==> src/rtl/bdr_pkg.sv <==
package bdr_pkg;
    localparam int HOST_AW = 12;

    localparam logic [HOST_AW-1:0] ADR_MODE = 12'h000;
    localparam logic [HOST_AW-1:0] ADR_ISRC = 12'h004;
    localparam logic [HOST_AW-1:0] ADR_IMSK = 12'h008;
    localparam logic [HOST_AW-1:0] ADR_TXN  = 12'h00C;
    localparam logic [HOST_AW-1:0] DESC_BASE = 12'h400;

    // status word flag positions
    localparam int B_RDY  = 15;
    localparam int B_IRQ  = 14;
    localparam int B_WRAP = 13;
    localparam int B_PAD  = 12;
    localparam int B_CRC  = 11;

    // interrupt source positions
    localparam int I_TXF  = 0;
    localparam int I_TXE  = 1;
    localparam int I_RXF  = 2;
    localparam int I_RXE  = 3;
    localparam int I_BUSY = 4;
    localparam int I_RXC  = 6;

    typedef enum logic {TX_IDLE, TX_XFER} tx_state_t;
    typedef enum logic {RX_OFF, RX_LIVE} rx_state_t;

    function automatic logic tx_has_err(input logic [8:0] s);
        return s[8] | s[3] | s[2] | s[0];
    endfunction
endpackage

==> src/rtl/bdr_desc_table.sv <==
module bdr_desc_table #(
    parameter int N     = 16,
    parameter int IDX_W = 4
) (
    input  logic                 clk,
    input  logic                 rst_n,
    input  logic                 host_we,
    input  logic [IDX_W-1:0]     host_idx,
    input  logic                 host_sel_ptr,
    input  logic [31:0]          host_wdata,
    input  logic                 tx_wb_we,
    input  logic [IDX_W-1:0]     tx_wb_idx,
    input  logic [31:0]          tx_wb_data,
    input  logic                 rx_wb_we,
    input  logic [IDX_W-1:0]     rx_wb_idx,
    input  logic [31:0]          rx_wb_data,
    output logic [N-1:0][31:0]   stat_o,
    output logic [N-1:0][31:0]   ptr_o
);
    for (genvar g = 0; g < N; g++) begin : g_ent
        always_ff @(posedge clk or negedge rst_n) begin
            if (!rst_n) begin
                stat_o[g] <= '0;
            end else if (rx_wb_we && rx_wb_idx == IDX_W'(g)) begin
                stat_o[g] <= rx_wb_data;
            end else if (tx_wb_we && tx_wb_idx == IDX_W'(g)) begin
                stat_o[g] <= tx_wb_data;
            end else if (host_we && !host_sel_ptr && host_idx == IDX_W'(g)) begin
                stat_o[g] <= host_wdata;
            end
        end

        always_ff @(posedge clk or negedge rst_n) begin
            if (!rst_n) begin
                ptr_o[g] <= '0;
            end else if (host_we && host_sel_ptr && host_idx == IDX_W'(g)) begin
                ptr_o[g] <= host_wdata;
            end
        end
    end
endmodule

==> src/rtl/bdr_tx_ring.sv <==
module bdr_tx_ring
    import bdr_pkg::*;
#(
    parameter int N     = 16,
    parameter int IDX_W = 4
) (
    input  logic               clk,
    input  logic               rst_n,
    input  logic               en,
    input  logic [N-1:0][31:0] stat_i,
    input  logic [N-1:0][31:0] ptr_i,
    input  logic               tx_done,
    input  logic [8:0]         tx_status,
    output logic               tx_req,
    output logic [15:0]        tx_len,
    output logic [31:0]        tx_ptr,
    output logic               tx_pad,
    output logic               tx_crc,
    output logic               wb_we,
    output logic [IDX_W-1:0]   wb_idx,
    output logic [31:0]        wb_data,
    output logic               ev_frame,
    output logic               ev_err
);
    tx_state_t        state, state_nx;
    logic [IDX_W-1:0] idx, cur_idx;
    logic [31:0]      cur_stat, cur_ptr;
    logic             finish;

    assign finish = (state == TX_XFER) && tx_done;

    always_comb begin
        state_nx = state;
        unique case (state)
            TX_IDLE: if (en && stat_i[idx][B_RDY]) state_nx = TX_XFER;
            TX_XFER: if (tx_done)                  state_nx = TX_IDLE;
        endcase
    end

    always_ff @(posedge clk or negedge rst_n) begin
        if (!rst_n) begin
            state    <= TX_IDLE;
            idx      <= '0;
            cur_idx  <= '0;
            cur_stat <= '0;
            cur_ptr  <= '0;
        end else begin
            state <= state_nx;
            if (state == TX_IDLE && state_nx == TX_XFER) begin
                cur_idx  <= idx;
                cur_stat <= stat_i[idx];
                cur_ptr  <= ptr_i[idx];
            end
            if (!en) begin
                idx <= '0;
            end else if (finish) begin
                if (cur_stat[B_WRAP] || cur_idx == IDX_W'(N-1)) idx <= '0;
                else                                            idx <= cur_idx + 1'b1;
            end
        end
    end

    always_comb begin
        tx_req   = (state == TX_XFER);
        tx_len   = cur_stat[31:16];
        tx_ptr   = cur_ptr;
        tx_pad   = cur_stat[B_PAD];
        tx_crc   = cur_stat[B_CRC];
        wb_we    = finish;
        wb_idx   = cur_idx;
        wb_data  = {cur_stat[31:16], 1'b0, cur_stat[14:9], tx_status};
        ev_err   = finish && cur_stat[B_IRQ] && tx_has_err(tx_status);
        ev_frame = finish && cur_stat[B_IRQ] && !tx_has_err(tx_status);
    end
endmodule

==> src/rtl/bdr_rx_ring.sv <==
module bdr_rx_ring
    import bdr_pkg::*;
#(
    parameter int N     = 16,
    parameter int IDX_W = 4,
    parameter int CNT_W = 5
) (
    input  logic               clk,
    input  logic               rst_n,
    input  logic               en,
    input  logic [CNT_W-1:0]   tx_count,
    input  logic [N-1:0][31:0] stat_i,
    input  logic [N-1:0][31:0] ptr_i,
    input  logic               rx_done,
    input  logic [15:0]        rx_len,
    input  logic [8:0]         rx_status,
    output logic               rx_buf_valid,
    output logic [31:0]        rx_ptr,
    output logic               wb_we,
    output logic [IDX_W-1:0]   wb_idx,
    output logic [31:0]        wb_data,
    output logic               ev_frame,
    output logic               ev_err,
    output logic               ev_ctrl,
    output logic               ev_busy,
    output logic               live
);
    rx_state_t        state, state_nx;
    logic [IDX_W-1:0] idx, base;
    logic             has_ring, irq_req, bad;

    assign has_ring = tx_count < CNT_W'(N);
    assign base     = has_ring ? IDX_W'(tx_count) : '0;

    always_comb begin
        state_nx = state;
        unique case (state)
            RX_OFF:  if (en)  state_nx = RX_LIVE;
            RX_LIVE: if (!en) state_nx = RX_OFF;
        endcase
    end

    always_ff @(posedge clk or negedge rst_n) begin
        if (!rst_n) begin
            state <= RX_OFF;
            idx   <= '0;
        end else begin
            state <= state_nx;
            if (state == RX_OFF || !en) begin
                idx <= base;
            end else if (wb_we) begin
                if (stat_i[idx][B_WRAP] || idx == IDX_W'(N-1)) idx <= base;
                else                                           idx <= idx + 1'b1;
            end
        end
    end

    always_comb begin
        live         = (state == RX_LIVE);
        rx_buf_valid = live && has_ring && stat_i[idx][B_RDY];
        rx_ptr       = ptr_i[idx];
        wb_we        = rx_done && rx_buf_valid;
        wb_idx       = idx;
        wb_data      = {rx_len, 1'b0, stat_i[idx][14:9], rx_status};
        irq_req      = stat_i[idx][B_IRQ];
        bad          = |rx_status[7:0];
        ev_err       = wb_we && irq_req && bad;
        ev_ctrl      = wb_we && irq_req && !bad && rx_status[8];
        ev_frame     = wb_we && irq_req && !bad && !rx_status[8];
        ev_busy      = rx_done && live && !rx_buf_valid;
    end
endmodule

==> src/rtl/bdr_irq.sv <==
module bdr_irq #(
    parameter int NSRC = 7
) (
    input  logic            clk,
    input  logic            rst_n,
    input  logic            src_clr_we,
    input  logic            mask_we,
    input  logic [NSRC-1:0] wdata,
    input  logic [NSRC-1:0] set_vec,
    output logic [NSRC-1:0] src_q,
    output logic [NSRC-1:0] mask_q,
    output logic            irq
);
    always_ff @(posedge clk or negedge rst_n) begin
        if (!rst_n) begin
            src_q  <= '0;
            mask_q <= '0;
        end else begin
            src_q <= (src_q & ~(src_clr_we ? wdata : '0)) | set_vec;
            if (mask_we) mask_q <= wdata;
        end
    end

    assign irq = |(src_q & mask_q);
endmodule

==> src/rtl/bd_ring_engine.sv <==
module bd_ring_engine
    import bdr_pkg::*;
#(
    parameter int NUM_DESC = 16
) (
    input  logic               clk,
    input  logic               rst_n,
    input  logic               host_we,
    input  logic [HOST_AW-1:0] host_addr,
    input  logic [31:0]        host_wdata,
    output logic [31:0]        host_rdata,
    output logic               tx_req,
    output logic [15:0]        tx_len,
    output logic [31:0]        tx_ptr,
    output logic               tx_pad,
    output logic               tx_crc,
    input  logic               tx_done,
    input  logic [8:0]         tx_status,
    output logic               rx_buf_valid,
    output logic [31:0]        rx_ptr,
    input  logic               rx_done,
    input  logic [15:0]        rx_len,
    input  logic [8:0]         rx_status,
    output logic               irq
);
    localparam int IDX_W = (NUM_DESC > 1) ? $clog2(NUM_DESC) : 1;
    localparam int CNT_W = $clog2(NUM_DESC + 1);
    localparam int NSRC  = 7;
    localparam logic [HOST_AW-4:0] SLOTS = (HOST_AW-3)'(NUM_DESC);

    logic [1:0]                 mode_q;
    logic [CNT_W-1:0]           txn_q;
    logic [NUM_DESC-1:0][31:0]  stat, ptr;
    logic [HOST_AW-1:0]         desc_off;
    logic                       desc_hit;
    logic [IDX_W-1:0]           desc_idx;
    logic                       tx_wb_we, rx_wb_we;
    logic [IDX_W-1:0]           tx_wb_idx, rx_wb_idx;
    logic [31:0]                tx_wb_data, rx_wb_data;
    logic                       tx_ev_f, tx_ev_e, rx_ev_f, rx_ev_e, rx_ev_c, rx_ev_b;
    logic                       rx_live;
    logic [NSRC-1:0]            int_src, int_mask, set_vec;

    assign desc_off = host_addr - DESC_BASE;
    assign desc_hit = (host_addr >= DESC_BASE) && (desc_off[HOST_AW-1:3] < SLOTS);
    assign desc_idx = desc_off[IDX_W+2:3];

    always_ff @(posedge clk or negedge rst_n) begin
        if (!rst_n) begin
            mode_q <= '0;
            txn_q  <= CNT_W'(NUM_DESC / 2);
        end else if (host_we) begin
            if (host_addr == ADR_MODE) mode_q <= host_wdata[1:0];
            if (host_addr == ADR_TXN)
                txn_q <= (host_wdata > 32'(NUM_DESC)) ? CNT_W'(NUM_DESC)
                                                      : host_wdata[CNT_W-1:0];
        end
    end

    bdr_desc_table #(.N(NUM_DESC), .IDX_W(IDX_W)) u_table (
        .clk(clk), .rst_n(rst_n),
        .host_we(host_we && desc_hit), .host_idx(desc_idx),
        .host_sel_ptr(desc_off[2]), .host_wdata(host_wdata),
        .tx_wb_we(tx_wb_we), .tx_wb_idx(tx_wb_idx), .tx_wb_data(tx_wb_data),
        .rx_wb_we(rx_wb_we), .rx_wb_idx(rx_wb_idx), .rx_wb_data(rx_wb_data),
        .stat_o(stat), .ptr_o(ptr)
    );

    bdr_tx_ring #(.N(NUM_DESC), .IDX_W(IDX_W)) u_tx (
        .clk(clk), .rst_n(rst_n), .en(mode_q[1]),
        .stat_i(stat), .ptr_i(ptr),
        .tx_done(tx_done), .tx_status(tx_status),
        .tx_req(tx_req), .tx_len(tx_len), .tx_ptr(tx_ptr),
        .tx_pad(tx_pad), .tx_crc(tx_crc),
        .wb_we(tx_wb_we), .wb_idx(tx_wb_idx), .wb_data(tx_wb_data),
        .ev_frame(tx_ev_f), .ev_err(tx_ev_e)
    );

    bdr_rx_ring #(.N(NUM_DESC), .IDX_W(IDX_W), .CNT_W(CNT_W)) u_rx (
        .clk(clk), .rst_n(rst_n), .en(mode_q[0]), .tx_count(txn_q),
        .stat_i(stat), .ptr_i(ptr),
        .rx_done(rx_done), .rx_len(rx_len), .rx_status(rx_status),
        .rx_buf_valid(rx_buf_valid), .rx_ptr(rx_ptr),
        .wb_we(rx_wb_we), .wb_idx(rx_wb_idx), .wb_data(rx_wb_data),
        .ev_frame(rx_ev_f), .ev_err(rx_ev_e), .ev_ctrl(rx_ev_c),
        .ev_busy(rx_ev_b), .live(rx_live)
    );

    always_comb begin
        set_vec         = '0;
        set_vec[I_TXF]  = tx_ev_f;
        set_vec[I_TXE]  = tx_ev_e;
        set_vec[I_RXF]  = rx_ev_f;
        set_vec[I_RXE]  = rx_ev_e;
        set_vec[I_BUSY] = rx_ev_b;
        set_vec[I_RXC]  = rx_ev_c;
    end

    bdr_irq #(.NSRC(NSRC)) u_irq (
        .clk(clk), .rst_n(rst_n),
        .src_clr_we(host_we && host_addr == ADR_ISRC),
        .mask_we(host_we && host_addr == ADR_IMSK),
        .wdata(host_wdata[NSRC-1:0]), .set_vec(set_vec),
        .src_q(int_src), .mask_q(int_mask), .irq(irq)
    );

    always_comb begin
        host_rdata = '0;
        if (desc_hit) begin
            host_rdata = desc_off[2] ? ptr[desc_idx] : stat[desc_idx];
        end else begin
            case (host_addr)
                ADR_MODE: host_rdata = {30'd0, mode_q};
                ADR_ISRC: host_rdata = {{(32-NSRC){1'b0}}, int_src};
                ADR_IMSK: host_rdata = {{(32-NSRC){1'b0}}, int_mask};
                ADR_TXN:  host_rdata = 32'(txn_q);
                default:  host_rdata = '0;
            endcase
        end
    end
endmodule

==> config.mk <==
export PLATFORM = sky130hd
export DESIGN_NAME = bd_ring_engine
export DESIGN_NICKNAME = d
export VERILOG_FILES = /design/src/rtl/bdr_pkg.sv /design/src/rtl/bdr_desc_table.sv /design/src/rtl/bdr_tx_ring.sv /design/src/rtl/bdr_rx_ring.sv /design/src/rtl/bdr_irq.sv /design/src/rtl/bd_ring_engine.sv
export SDC_FILE = /design/constraint.sdc
export NUM_CORES = 2
export LEC_CHECK = 0
export BUFFER_PORTS_ARGS = -buffer_cell sky130_fd_sc_hd__buf_4
export CORE_MARGIN = 2
export CORE_UTILIZATION = 35
export CTS_BUF_LIST = sky130_fd_sc_hd__clkbuf_16
export DETAILED_ROUTE_END_ITERATION = 6
export SYNTH_ARGS = -nofsm -noshare
export SYNTH_HDL_FRONTEND = slang
export SYNTH_SLANG_ARGS = --single-unit
==> constraint.sdc <==
create_clock -name clk -period 3.15 [get_ports clk]
set_input_delay 0 -clock clk [delete_from_list [all_inputs] [get_ports clk]]
set_output_delay 0 -clock clk [all_outputs]
set_load 0.02 [all_outputs]
---- Yosys cells after proc, flatten, opt, wreduce, memory -nomap -nowiden ----
Index checks and enable logic that the tools add are counted.
operators by class
  bitwise logic cells ..................... 9
  mux-type cells .......................... 76
  equal/unequal tests ..................... 49
  magnitude comparators ................... 7
  reduce and logical (&&, ||, !) cells .... 120
  $add $sub $neg .......................... 3
operator list
  kind                      count
  $mux W32                  55
  $bmux W32 S4              6
  $eq A4 B4 Y1 const B      24
  $logic_and A1 B1 Y1       86
  $eq A4 B3 Y1 const B      12
  $reduce_bool A3 Y1        16
  $gt A32 B5 Y1 const B     1
  $mux W4                   7
  $pmux W7 S4               1
  $eq A12 B4 Y1 const B     2
  $eq A4 B2 Y1 const B      6
  $mux W16                  1
  $lt A4 B5 Y1 const B      3
  $and A7 B7 Y7             2
  $eq A12 B3 Y1 const B     1
  $eq A4 B1 Y1 const B      3
  $ge A12 B11 Y1 const B    1
  $logic_not A12 Y1         1
  $logic_not A4 Y1          3
  $sub A12 B11 Y12 const B  1
  $lt A9 B5 Y1 const B      1
  $add A4 B1 Y4 const B     2
  $reduce_or A8 Y1          1
  $mux W7                   1
  other kinds (14)          27
storage, ports and cells
  logic and storage cells ................. 307
  output and inout bits ................... 117
  bits in registers ....................... 1123

---- Logic depth before layout (Yosys ltp) ----
  depth after elaboration ................. 9
  mapped depth ............................ 14

---- Cells and area by module ----
Synthesis repeated with hierarchy kept, for this count alone.
second synthesis, totals
  cells, all modules ...................... 5578
  area total of the unflattened synthesis .. 70573.9 sq um
modules (own cells, without submodules)
  module          cells each  instances  seq. area each (sq um)  area an instance (sq um)
  bdr_desc_table  3932        1          25624.6                 46763.6
  bdr_tx_ring     659         1          1576.5                  9148.8
  bd_ring_engine  625         1          176.4                   8805.9
  bdr_rx_ring     322         1          125.1                   5280.1
  bdr_irq         40          1          350.3                   575.6

---- Least setup slack after synthesis ----
No wires, ideal clock.
  path kind ............................... flip-flop to flip-flop
  start ................................... register u_rx.idx[1], in the netlist u_rx.wb_idx[1]
  end ..................................... register u_table.stat_o[410] (netlist bit)
  path slack .............................. 0.396 ns
  period minus slack after synthesis ...... 2.754 ns
  required time ........................... 3.027 ns
  data arrival time ....................... 2.631 ns
  stages on the path, launching flop included .. 14
  path through ............................ dfrtp_1 > buf_2 > buf_6 > buf_4 > clkbuf_1 > clkbuf_1 > inv_1 > ha_1 > nand2_1 > or2_2 > buf_2 > nand3_1 > buf_2 > o221a_2
between the ends
  cells in the longest elaborated chain, start to end .. 6
  elaborated cells between the ends (all ways) .. 8
  classes of those cells .................. eq/ne (1); mux (3); reduce/logical (4)
RTL lines
  what                                                             line                  text
  from (decl)                                                      bdr_rx_ring.sv:29     logic [IDX_W-1:0] idx, base;
  from (signal assigned)                                           bdr_rx_ring.sv:50     idx <= base;
  from (signal assigned)                                           bdr_rx_ring.sv:52     if (stat_i[idx][B_WRAP] || idx == IDX_W'(N-1)) idx <= base;
  from (signal assigned)                                           bdr_rx_ring.sv:53     else idx <= idx + 1'b1;
  $bmux W32 S4                                                     bdr_rx_ring.sv:60     rx_buf_valid = live && has_ring && stat_i[idx][B_RDY];
  $mux W16                                                         n/a
  $logic_and A1 B1 Y1                                              bdr_rx_ring.sv:60
  $logic_and A1 B1 Y1                                              bdr_rx_ring.sv:62     wb_we = rx_done && rx_buf_valid;
  $logic_and A1 B1 Y1 *                                            bdr_desc_table.sv:24  end else if (rx_wb_we && rx_wb_idx == IDX_W'(g)) begin
  $reduce_bool A3 Y1 (no source line) or $mux W32 (tied branches)  n/a
  to (signal, indexed assignment)                                  bdr_desc_table.sv:25  stat_o[g] <= rx_wb_data;
  to (signal, indexed assignment)                                  bdr_desc_table.sv:27  stat_o[g] <= tx_wb_data;
  to (signal, indexed assignment)                                  bdr_desc_table.sv:29  stat_o[g] <= host_wdata;
  to (decl)                                                        bdr_desc_table.sv:17  output logic [N-1:0][31:0] stat_o,
Mark *: on every way between the ends. The rest lies on a longest branch, timed or not. The select of a mux whose other input is x is not followed.
A chain may end at the register's enable or synchronous reset.

---- Final worst setup path ----
  start ................................... register u_rx.idx[0], in the netlist u_rx.wb_idx[0]
  end ..................................... register u_table.stat_o[44] (netlist bit)
between the ends
  cells in the longest elaborated chain, start to end .. 6
  elaborated cells between the ends (all ways) .. 8
  classes of those cells .................. eq/ne (1); mux (3); reduce/logical (4)
RTL lines
  what                                                             line                                  text
  $bmux W32 S4                                                     bdr_rx_ring.sv:60, bdr_rx_ring.sv:64
  $mux W16 (not written as such)                                   bdr_rx_ring.sv:64                     wb_data = {rx_len, 1'b0, stat_i[idx][14:9], rx_status};
  $logic_and A1 B1 Y1                                              bdr_rx_ring.sv:60
  $logic_and A1 B1 Y1                                              bdr_rx_ring.sv:62
  $logic_and A1 B1 Y1                                              bdr_desc_table.sv:24
  $reduce_bool A3 Y1 (no source line) or $mux W32 (tied branches)  n/a
Several ways; a longest one is shown, not always the timed one. The select of a mux whose other input is x is not followed.

==> impl_metrics.csv <==
group,metric,value,unit
run_status,status,"complete, but fails checks",
run_status,violations,"DRC, setup timing",
timing,maxSlewViolCount,0,
drt,drc,1,
worst_setup_path,cp_slowest_cell,"dfrtp_4",
yosys,synth-edff-count,0,
yosys,syn_nets,5417,
yosys,ys.flop_type,"dfrtp_1",
worst_setup_path,r2r_slack,-0.003,ns
global_routing,antenna_found_initial,15,
clocking,cts.sinks,1113,
power_and_ir_drop,leakagePower,32.65,nW
clocking,ctsHtreeMaxLevel,3,
drt,final_antenna_net_count,0,
placed_design,dp_hpwl,167300,um
die,die_area,201600,um2
yosys,synth_top_family_by_area,"multiplexers",
clocking,numCtsBuffers,121,
global_routing,grt_overflow,0,
clocking,clkTransAtPathRegs,0.07,ns
yosys,synth-seq-cells,1113,
timing,setup_viol,1,
yosys,ys_warn_count,0,
die,start_util,35.17,%
yosys,muxShareOfSynthArea,35.94,%
yosys,yosys-top-cells-area,"dfrtp_1, mux4_2, mux2_2",
yosys,synth_xor_area_share,0.02528,%
worst_hold_path,hp-start,"host_addr[8]",
drt,wl,280900,um
global_routing,grt_pass1_vias,54430,
yosys,seq_area_frac_synth,40.19,%
yosys,syn_avg_cell_area,13.01,um2
clocking,cts-root-buf,"clkbuf_16",
worst_setup_path,cpMostUsedCell,"buf_4",
yosys,netlist_area,69300,um2
yosys,synth_compound_area_share,12.90,%
yosys,yosys.area.top_type,"dfrtp_1",
timing,relSlewSlack,33.88,%
die,die_w,449.0,um
yosys,syn_inst,5326,
yosys,synth.distinct_cells,76,
drt,vias,55110,
layout,multi_input_area,38200,um2
drt,drt_iter0_markers,8186,
yosys,synthSimpleGateAreaFrac,5.570,%
layout,nFillCells,18330,
worst_hold_path,holdPathEnd,"u_table.stat_o[207]$_DFFE_PN0P_",
die,core_area,197000,um2
placed_design,place_inst,7685,
timing,skew,0.04981,ns
drt,wl_per_cell,34.96,um
timing,hold_viol,0,
yosys,synthAdderAreaFrac,0.1444,%
worst_hold_path,worstHoldPathType,"input pin to flip-flop",
timing,tightest_slew,0.9918,ns
worst_setup_path,cp_data_arrival_time,3.87,ns
global_routing,grt_pass1_wl,404200,um
placed_design,io_buffers,199,
worst_setup_path,r2r_start,"u_rx.wb_idx[0]$_DFFE_PN0P_",
worst_setup_path,worstPathMaxFanout,21,
clocking,clk_latency,0.82,ns
layout,final_cells,8035,
worst_setup_path,endpoint_kind,"flip-flop",
timing,fmax,0.3172,GHz
worst_setup_path,critPathBufInv,2,
worst_setup_path,start_kind,"flip-flop",
clocking,clk_path_buf_depth,3,
worst_setup_path,cp.required,3.87,ns
layout,fin_nets,5383,
timing,fin_tns_setup,-0.002657,ns
yosys,async_flop_share,100.0,%
power_and_ir_drop,peakVddDrop,0.5134,mV
yosys,netlist.area_leader.share,40.16,%
die,rows,163,
die,die_height,449.0,um
worst_hold_path,min_path_cells,7,
timing,fin_crit,3.153,ns
run,cap_violations,0,
placed_design,place_congestion,0.9244,
worst_setup_path,slowest_delay,0.59,ns
timing,fin_ws,-0.002657,ns
timing,grt_setup_unrepaired,"false",
die,ios,200,
layout,syn_to_final_growth,14.30,%
power_and_ir_drop,p_per_area,403.0,nW/um2
timing,timing.final.crit_share,100.1,%
worst_setup_path,timing.rr.end,"u_table.stat_o[44]$_DFFE_PN0P_",
global_routing,grt_max_degree,88,
layout,drive_gt1_share,44.93,%
worst_setup_path,cp_cell_sequence,"buf_4 -> mux4_1 -> and3_1 -> nand3_4 -> o211ai_1 -> buf_4 -> o22ai_1 -> a21oi_1",
drt,firstDrtPassIters,7,
worst_setup_path,r2r_cells,8,
global_routing,grt_usage,27.34,%
layout,seq_area,27880,um2
clocking,cts_tree,"built",
worst_setup_path,worstSetupPathType,"flip-flop to flip-flop",
drt,routed_via_density,6.858,
worst_setup_path,cpLargestDelayFamily,"simple AND/OR/NAND/NOR gates",
[tightest hold or removal path: cells and delay by family]
kind	cells	cell delay (ns)
AND/OR/NAND/NOR	4	0.43
buffers and inverters	2	0.34
multiplexers	1	0.08
[routing by layer]
layer,track usage (%),wire (um)
met3,7.773,32860
met1,35.23,103500
met4,17.40,21100
met5,0.1184,56
met2,40.42,123400
[repair_timing]
action                                   CTS  global route
hold buffers                             117             0
endpoints found under the setup margin    32             4
setup buffers                              4             0
gates resized for setup                   11             3
cloned                                     3             0
endpoints found under the hold margin   2107             0
[final cells by class]
type	count	share of cell area (%)
multi-input combinational	3444	48.23
clock inverter	98	1.038
timing repair buffer	598	7.447
inverter	14	0.06635
sequential	1113	35.20
antenna	7	0.02212
clock buffer	121	3.823
tap	2640	4.170
[synth_stat cells, types with 14 or more instances]
library cell / n
dfrtp_1: 1112
mux4_2: 772
mux2_2: 551
nand2_1: 506
o22ai_1: 451
clkbuf_1: 394
o221a_2: 360
buf_2: 171
nor2_1: 157
nand3_1: 107
o21ai_0: 101
buf_1: 100
a21oi_1: 77
o31ai_1: 57
mux2i_1: 48
buf_4: 37
mux2_1: 32
buf_6: 31
o32ai_1: 29
mux4_1: 18
a22oi_1: 17
inv_1: 14
nand3_2: 14
nor2b_1: 14
[kinds of logic after synthesis]
group / after synthesis
XOR/XNOR: 2
adder cells (fa/ha/maj): 8
flip-flops: 1113
buffers and inverters: 769
multiplexers: 1421
AND/OR/NAND/NOR: 881
AO/OA/AOI/OAI: 1132
[power by group]
part	switching, mW	internal, mW	total [mW]
combinational	1.54	1.13	2.67
clock	6.42	7.92	14.3
sequential	0.295	14.6	14.9
[placed cells by master, fill, tap and decap left out, types with 13 or more instances in the layout]
| master | instances |
|---|---|
| dfrtp_1 | 1104 |
| mux4_2 | 772 |
| mux2_2 | 551 |
| nand2_1 | 497 |
| o22ai_1 | 451 |
| buf_4 | 389 |
| o221a_2 | 360 |
| nor2_1 | 147 |
| clkbuf_16 | 121 |
| dlygate4sd3_1 | 116 |
| o21ai_0 | 101 |
| nand3_1 | 82 |
| a21oi_1 | 77 |
| buf_12 | 72 |
| o31ai_1 | 57 |
| mux2i_1 | 48 |
| inv_1 | 41 |
| mux2_1 | 32 |
| clkinv_1 | 30 |
| o32ai_1 | 29 |
| nand3_2 | 26 |
| mux4_1 | 18 |
| clkinv_2 | 18 |
| a22oi_1 | 17 |
| nand2_2 | 15 |
| nor2b_1 | 14 |
| nand3_4 | 13 |
[state kept, by name (all words and copies together) (netlist names)]
name / cells
u_table.stat_o: 512
u_table.ptr_o: 512
u_tx.idx: 4
u_rx.wb_idx: 4
u_tx.tx_ptr: 32
u_tx.tx_req: 1
txn_q: 5
u_rx.live: 1
u_tx.wb_idx: 4
mode_q: 2
u_irq.mask_q: 7
u_irq.src_q: 7
u_tx.cur_stat: 22
[through the flow]
step	hold WS (ns)	worst slack, ns	total power, mW	util (%)	instance area, um2
finish	0.08104	-0.002657	31.92	40.20	79210
detailed placement	0.07586	0.3146	17.68	37.54	73960
global route	0.05628	0.001402	32.82	40.20	79200
floorplan	-0.2956	0.3965	16.54	-	69300
global placement	0.08214	-0.2169	17.63	37.54	73950
CTS	0.01233	-0.005513	32.01	40.19	79180
[worst max path at each step]
| stage | cells after the start | startpoint | end |
|---|---|---|---|
| after global placement | 5 | host_wdata[26] | txn_q[4]$_DFFE_PN0P_ |
| after global routing | 7 | u_rx.wb_idx[0]$_DFFE_PN0P_ | u_table.stat_o[511]$_DFFE_PN0P_ |
| after floorplan | 13 | u_rx.wb_idx[1]$_DFFE_PN0P_ | u_table.stat_o[410]$_DFFE_PN0P_ |
| after detailed placement | 6 | u_rx.wb_idx[0]$_DFFE_PN0P_ | u_table.stat_o[55]$_DFFE_PN0P_ |
| after CTS | 4 | u_rx.wb_idx[0]$_DFFE_PN0P_ | rx_ptr[1] |
| final | 8 | u_rx.wb_idx[0]$_DFFE_PN0P_ | u_table.stat_o[44]$_DFFE_PN0P_ |
No activity file was read; power rests on OpenSTA's default activity.
